## src/rtl/ss_pkg.sv

```systemverilog
package ss_pkg;
  // current-limit percentage granted in step idx (0-based)
  function automatic int unsigned step_pct(int unsigned idx, int unsigned steps,
                                           int unsigned full);
    return ((idx + 1) * full) / steps;
  endfunction
endpackage

```

## src/rtl/ss_cycle_counter.sv

```systemverilog
module ss_cycle_counter #(
  parameter int unsigned STEP_CYCLES = 128,
  parameter int unsigned CNT_W       = $clog2(STEP_CYCLES)
) (
  input  logic clk_i,
  input  logic rst_ni,
  input  logic clr_i,
  input  logic run_i,
  input  logic tick_i,
  output logic step_o
);
  localparam logic [CNT_W-1:0] CNT_LAST = CNT_W'(STEP_CYCLES - 1);

  logic [CNT_W-1:0] cnt_q;
  logic             adv;

  assign adv    = run_i & tick_i;
  assign step_o = adv & (cnt_q == CNT_LAST);

  always_ff @(posedge clk_i or negedge rst_ni) begin
    if (!rst_ni)      cnt_q <= '0;
    else if (clr_i)   cnt_q <= '0;
    else if (adv)     cnt_q <= (cnt_q == CNT_LAST) ? '0 : cnt_q + 1'b1;
  end
endmodule

```

## src/rtl/ss_phase_ctrl.sv

```systemverilog
module ss_phase_ctrl #(
  parameter int unsigned NUM_STEPS = 5,
  parameter int unsigned PH_W      = $clog2(NUM_STEPS)
) (
  input  logic            clk_i,
  input  logic            rst_ni,
  input  logic            clr_i,
  input  logic            step_i,
  input  logic            in_reg_i,
  output logic [PH_W-1:0] phase_o,
  output logic            done_o
);
  localparam logic [PH_W-1:0] PH_LAST = PH_W'(NUM_STEPS - 1);

  logic [PH_W-1:0] phase_q;
  logic            done_q;

  always_ff @(posedge clk_i or negedge rst_ni) begin
    if (!rst_ni) begin
      phase_q <= '0;
      done_q  <= 1'b0;
    end else if (clr_i) begin
      phase_q <= '0;
      done_q  <= 1'b0;
    end else if (!done_q) begin
      if (in_reg_i) begin
        // early exit: regulation reached, open the limit fully
        phase_q <= PH_LAST;
        done_q  <= 1'b1;
      end else if (step_i) begin
        phase_q <= phase_q + 1'b1;
        done_q  <= (phase_q == PH_LAST - 1'b1);
      end
    end
  end

  assign phase_o = phase_q;
  assign done_o  = done_q;
endmodule

```

## src/rtl/ss_limit_map.sv

```systemverilog
module ss_limit_map #(
  parameter int unsigned NUM_STEPS = 5,
  parameter int unsigned FULL_PCT  = 100,
  parameter int unsigned PH_W      = $clog2(NUM_STEPS),
  parameter int unsigned PCT_W     = $clog2(FULL_PCT + 1)
) (
  input  logic [PH_W-1:0]  phase_i,
  input  logic             done_i,
  output logic [PCT_W-1:0] pct_o
);
  logic [PCT_W-1:0] lut [NUM_STEPS];

  for (genvar i = 0; i < NUM_STEPS; i++) begin : g_lut
    assign lut[i] = PCT_W'(ss_pkg::step_pct(i, NUM_STEPS, FULL_PCT));
  end

  always_comb begin
    pct_o = PCT_W'(FULL_PCT);
    if (!done_i) begin
      for (int i = 0; i < NUM_STEPS; i++) begin
        if (phase_i == PH_W'(i)) pct_o = lut[i];
      end
    end
  end
endmodule

```

## src/rtl/soft_start_seq.sv

```systemverilog
module soft_start_seq #(
  parameter int unsigned NUM_STEPS   = 5,
  parameter int unsigned STEP_CYCLES = 128,
  parameter int unsigned FULL_PCT    = 100,
  localparam int unsigned PH_W       = $clog2(NUM_STEPS),
  localparam int unsigned CNT_W      = $clog2(STEP_CYCLES),
  localparam int unsigned PCT_W      = $clog2(FULL_PCT + 1)
) (
  input  logic             clk_i,
  input  logic             rst_ni,
  input  logic             tick_i,
  input  logic             enable_i,
  input  logic             uvlo_i,
  input  logic             in_reg_i,
  output logic [PCT_W-1:0] ilim_pct_o,
  output logic [PH_W-1:0]  phase_o,
  output logic             done_o
);
  logic clr;
  logic step;

  assign clr = ~enable_i | uvlo_i;

  ss_cycle_counter #(
    .STEP_CYCLES(STEP_CYCLES),
    .CNT_W      (CNT_W)
  ) u_cnt (
    .clk_i (clk_i),
    .rst_ni(rst_ni),
    .clr_i (clr),
    .run_i (~done_o),
    .tick_i(tick_i),
    .step_o(step)
  );

  ss_phase_ctrl #(
    .NUM_STEPS(NUM_STEPS),
    .PH_W     (PH_W)
  ) u_phase (
    .clk_i   (clk_i),
    .rst_ni  (rst_ni),
    .clr_i   (clr),
    .step_i  (step),
    .in_reg_i(in_reg_i),
    .phase_o (phase_o),
    .done_o  (done_o)
  );

  ss_limit_map #(
    .NUM_STEPS(NUM_STEPS),
    .FULL_PCT (FULL_PCT),
    .PH_W     (PH_W),
    .PCT_W    (PCT_W)
  ) u_map (
    .phase_i(phase_o),
    .done_i (done_o),
    .pct_o  (ilim_pct_o)
  );
endmodule

```

## config.mk

```make
export PLATFORM = sky130hd
export DESIGN_NAME = soft_start_seq
export DESIGN_NICKNAME = d
export VERILOG_FILES = /design/src/rtl/ss_pkg.sv /design/src/rtl/ss_cycle_counter.sv /design/src/rtl/ss_phase_ctrl.sv /design/src/rtl/ss_limit_map.sv /design/src/rtl/soft_start_seq.sv
export SDC_FILE = /design/constraint.sdc
export NUM_CORES = 1
export LEC_CHECK = 0
export CAP_MARGIN = 20
export CORE_MARGIN = 4
export CORE_UTILIZATION = 25
export DETAILED_ROUTE_END_ITERATION = 10
export DONT_BUFFER_PORTS = 1
export HOLD_SLACK_MARGIN = 0.15
export SETUP_SLACK_MARGIN = 0.1
export SYNTH_ARGS = -nofsm -noshare
export SYNTH_HDL_FRONTEND = slang
export SYNTH_SLANG_ARGS = --single-unit
```

## constraint.sdc

```tcl
create_clock -name clk_i -period 4.43 [get_ports clk_i]
set_input_delay 1.329 -clock clk_i [delete_from_list [all_inputs] [get_ports clk_i]]
set_output_delay 1.329 -clock clk_i [all_outputs]
set_load 0.005 [all_outputs]
```

==> results_dict.tcl, run 1 <==
set metrics [dict create \
    clock-root-buffer "clkbuf_4" \
    critPathMostFrequentCell "ha_1" \
    via_count 623 \
    core_area_um2 2830 \
    ios 17 \
    grt_pass1_wl_um 2660 \
    clk_pin_slew_ns 0.06 \
    clock_skew_ns 0.000355 \
    synth_common_cells "dfrtp_1, nand2_1, a21oi_1" \
    rrSetupSlack_ns 2.93 \
    setup_ws_ns 1.52 \
    grt_use_total 0.0868 \
    synth_top_area_share 0.364 \
    cp_max_fo 5 \
    gp_congestion 0.738 \
    avgSynthCellArea_um2 9.00 \
    htreeDepth 1 \
    nets 99 \
    critPathCaptureType "output pin" \
    rr_worst_depth 5 \
    n_antenna_cell 0 \
    power.density_nw_per_um2 231 \
    synth-main-ff-cell "dfrtp_1" \
    place_hpwl_um 1180 \
    start_kind "flip-flop" \
    synth_area_um2 756 \
    hold_start "u_cnt.cnt_q[1]" \
    rr_endpoint "u_phase.phase_o[0]" \
    drive_above_1_share 0.0930 \
    finalNonFillerCells 117 \
    cts-buffers-inserted 3 \
    status "complete, no violations" \
    worstReg2RegStart "u_cnt.cnt_q[0]" \
    irDropWorstVdd_uv 113 \
    critPathKind "reg2out" \
    grt_overflow 0 \
    die_x_um 63.0 \
    slew_viol_final 0 \
    critPathLaunch "u_phase.phase_o[0]" \
    final_hold_viol_count 0 \
    yosys.area.top_type "dfrtp_1" \
    cts_num_sinks 11 \
    area.growth.synth_to_final_pct 6.62 \
    cts_tree "done" \
    finalCritPeriodShare 0.657 \
    hold_end "u_cnt.cnt_q[1]" \
    power.total_mw 0.186 \
    finalSetupViolCount 0 \
    row_count 19 \
    viasPerCell 5.32 \
    chipHeight_um 63.0 \
    post-route-drc-count 0 \
    grt_max_degree 12 \
    synth_most_common_cell "dfrtp_1" \
    cts-resized-gates 0 \
    cp_slowest_cell "dfrtp_1" \
    critical-path-top-delay-family "adder cells" \
    routedWlPerCell_um 13.6 \
    hold_path_class "reg2reg" \
    critical_path_required_ns 3.10 \
    cp_cell_sequence "ha_1 > ha_1 > nor3_1 > o21a_1" \
    drt_wl_total_um 1590 \
    portBuffers 0 \
    crit_path_max_incr_delay_ns 0.45 \
    cts_setup_buffers 0 \
    whs_path_depth 2 \
    cts_hold_buf 0 \
    die_area_um2 3970 \
    synth_warnings 0 \
    start_util 0.267 \
    max_freq_mhz 344 \
    synth_cell_types 34 \
    firstDrtPassIters 4 \
    ys_seq_area_frac 0.364 \
    syn_inst 84 \
    cp.buffers_inverters 0 \
    async_reset_ff_frac 1.00 \
    crit_arrival_ns 1.58 \
    rsz0062_at_grt "false" \
    antenna_found_initial 0 \
    min_period_ns 2.91 \
    drt_first_iter_violations 6 \
    synth_edf_count 0 \
    post-place-ws_ns 1.82 \
    ant_nets 0 \
    crit_cells 4 \
    grt_pass1_vias 590 \
    dp.cells 113 \
    clkLatencyLatePin_ns 0.27 \
    clk_path_buf_depth 2 \
    hold_ws_ns 0.553 \
    p_leak_nw 0.367 \
    tns_ns 0 \
    synth_seq_cells 11 \
    synth_area_leaders "dfrtp_1, ha_1, a21oi_1" \
    maxCapViolations 0 \
]
==> layout make-up <==
cell class                 count  area [um^2]
clock buffer                   4         26.3
fill                         297         2020
inverter                       6         22.5
multi-input combinational     65          443
sequential                    11          275
tap                           31         38.8
==> flip-flops by register name, summed over array words and instances (netlist names) <==
signal,count
u_cnt.cnt_q,7
u_phase.done_o,1
u_phase.phase_o,3
==> worst max path at each step <==
stage / slack [ns] / endpoint
floorplan: 1.92 / ilim_pct_o[3]
global placement: 1.85 / ilim_pct_o[3]
detailed placement: 1.82 / ilim_pct_o[2]
CTS: 1.51 / ilim_pct_o[2]
global route: 1.38 / ilim_pct_o[3]
finish: 1.52 / ilim_pct_o[3]
==> placed cells by master, fill, tap and decap left out, types with 2 or more instances in the layout <==
cell type and n:
conb_1 2, nand4_1 2, or3_1 2, nor3_1 2, inv_1 6, nand2_1 10, nand3_1 2, nor2_1 6
xor2_1 2, o21ai_0 4, ha_1 6, clkbuf_4 3, dfrtp_1 11, a21oi_1 8
==> kinds of logic (layout without fill, tap and decap cells) <==
logic type      Yosys count  after routing  synth area share
xor+xnor                  3              3            0.0348
fa+ha+maj                 6              6            0.0993
flops                    11             11             0.364
other cells               1              2           0.00496
compound gates           21             21             0.180
simple gates             33             33             0.262
buf+inv                   9             10            0.0546
==> where the power goes <==
part / total (mW) / switching [mW] / internal (mW)
Sequential: 0.104 / 0.00256 / 0.102
Clock: 0.0676 / 0.0326 / 0.0349
Combinational: 0.0142 / 0.00833 / 0.00584
==> worst min-delay path, delay by kind of cell, from the launching register on <==
kind               cells  cell delay, ns
DFF                    1            0.40
and+or+nand+nor        1            0.06
AOI/OAI and AO/OA      1            0.05
==> metal layers <==
layer  wire length [um]  global-route usage  vias up
li1                   -                   -      299
met1                722              0.0998      304
met2                734               0.132       15
met3                 99              0.0396        5
met4                 35              0.0496        0
met5                  0                   0        -
==> through the flow <==
stage | cell area (um^2) | utilization
5_1_grt | 806 | 0.285
6_report | 806 | 0.285
3_3_place_gp | 779 | 0.276
4_1_cts | 806 | 0.285
3_5_place_dp | 779 | 0.276
2_1_floorplan | 759 | -
Note: power is estimated with default switching activity, not from simulation.
==> inputs of run 2 (changes only) <==
clock period = 2.6 ns   (was 4.43 ns; I/O delays follow)
==> run 2 against run 1 <==
  * Die area did not move
  * Global-route usage fell by 0.60 points
  * Clock-buffer cell count did not move
  * Register-to-register slack got worse by 1.8 ns
  * First-iteration DRC count rose to 3.7 times the previous value
  * Non-clock buffer count stayed put
  * Cell count is the same
  * Combinational power up 68%
  * Via count decreased by 2.6%
  * Worst setup slack got worse by 1.3 ns
  * Hold slack lost 0.35 ns
  * Largest power group unchanged
  * Highest routed layer unchanged
==> results_dict.tcl, run 2 (synthesized netlist as in run 1, its figures left out) <==
set metrics [dict create \
    power.total_mw 0.313 \
    layout_common_cells "dfrtp_1, nand2_1, a21oi_1" \
    cp_max_fo 5 \
    grt_max_degree 12 \
    critPathKind "reg2out" \
    cts-buffers-inserted 3 \
    clock_skew_ns 0.00475 \
    min_period_ns 2.33 \
    chipHeight_um 63.0 \
    via_count 607 \
    firstDrtPassIters 4 \
    grt_pass1_vias 536 \
    multi_input_area_um2 443 \
    antenna_found_initial 0 \
    start_util 0.267 \
    mostFrequentLayoutCell "dfrtp_1" \
    cts_num_sinks 11 \
    tns_ns 0 \
    final_hold_viol_count 0 \
    max_freq_mhz 429 \
    ant_nets 0 \
    status "complete, no violations" \
    slew_viol_final 0 \
    row_count 19 \
    rrSetupSlack_ns 1.09 \
    gp_congestion 0.738 \
    grt_overflow 0 \
    critPathCaptureType "output pin" \
    start_kind "flip-flop" \
    core_area_um2 2830 \
    finish.utilization 0.285 \
    finalCritPeriodShare 0.896 \
    irDropWorstVdd_uv 261 \
    portBuffers 0 \
    dp.cells 113 \
    finalSetupViolCount 0 \
    drive_above_1_share 0.0930 \
    cts_setup_buffers 0 \
    crit_arrival_ns 1.55 \
    clock-root-buffer "clkbuf_4" \
    power.density_nw_per_um2 388 \
    ios 17 \
    regMostFlops "u_cnt.cnt_q" \
    critical_path_required_ns 1.82 \
    drt_wl_total_um 1520 \
    grt_use_total 0.0808 \
    hold_ws_ns 0.207 \
    htreeDepth 1 \
    clk_path_buf_depth 2 \
    clkLatencyLatePin_ns 0.26 \
    place_hpwl_um 1170 \
    rsz0062_at_grt "false" \
    viasPerCell 5.19 \
    largest_reg_flops 7 \
    drt_first_iter_violations 22 \
    area.growth.synth_to_final_pct 6.62 \
    seqCellArea_um2 275 \
    clk_pin_slew_ns 0.07 \
    maxCapViolations 0 \
    grt_pass1_wl_um 2500 \
    finalNonFillerCells 117 \
    die_x_um 63.0 \
    cts_tree "done" \
    hold_path_class "in2async" \
    cts_hold_buf 0 \
    p_leak_nw 0.367 \
    fillCellCount 292 \
    post-route-drc-count 0 \
    die_area_um2 3970 \
    n_antenna_cell 0 \
    cts-resized-gates 0 \
    nets 99 \
    routedWlPerCell_um 13.0 \
]
==> run 2: cell counts in the layout (fill, tap and decap cells not counted) <==
Identical to the previous run, type by type.
==> run 2: metal layers <==
metal | part of all wire | global-route usage | routed length (um)
met1 | 0.49 | 0.103 | 749
met2 | 0.44 | 0.119 | 663
met3 | 0.058 | 0.0396 | 88
met4 | 0.011 | 0.0248 | 17
met5 | 0 | 0 | 0
==> run 2: per-stage QoR <==
stage	worst slack, ns	cell area [um^2]
after detailed placement	0.546	779
after global placement	0.572	779
final	0.270	806
after CTS	0.252	806
after global routing	0.122	806
after floorplan	0.634	759
==> run 2: final timing paths <==
| path | startpoint | cells after the start | to |
|---|---|---|---|
| min reg2reg | u_cnt.cnt_q[1] | 2 | u_cnt.cnt_q[1] |
| min | rst_ni | 0 | u_cnt.cnt_q[0] |
| min in group clk_i | u_cnt.cnt_q[1] | 2 | u_cnt.cnt_q[1] |
| max in group asynchronous | rst_ni | 0 | u_phase.phase_o[1] |
| max | u_phase.phase_o[0] | 4 | ilim_pct_o[3] |
| max reg2reg | u_cnt.cnt_q[0] | 5 | u_phase.phase_o[0] |
==> run 2: area by class of cell <==
class	instances	area share
Multi-Input combinational cell	65	0.550
Tap cell	31	0.0481
Clock buffer	4	0.0326
Inverter	6	0.0280
Sequential cell	11	0.342
==> run 2: worst max-delay path: stages (launching register included) <==
cell and delay [ns]:
dfrtp_1 0.45, ha_1 0.23, ha_1 0.23, nor3_1 0.22, o21a_1 0.17
==> run 2: power by group <==
| part | switching, mW | internal (mW) |
|---|---|---|
| combinational | 0.0140 | 0.00988 |
| clock | 0.0522 | 0.0592 |
| sequential | 0.00421 | 0.173 |
| total | 0.0704 | 0.243 |
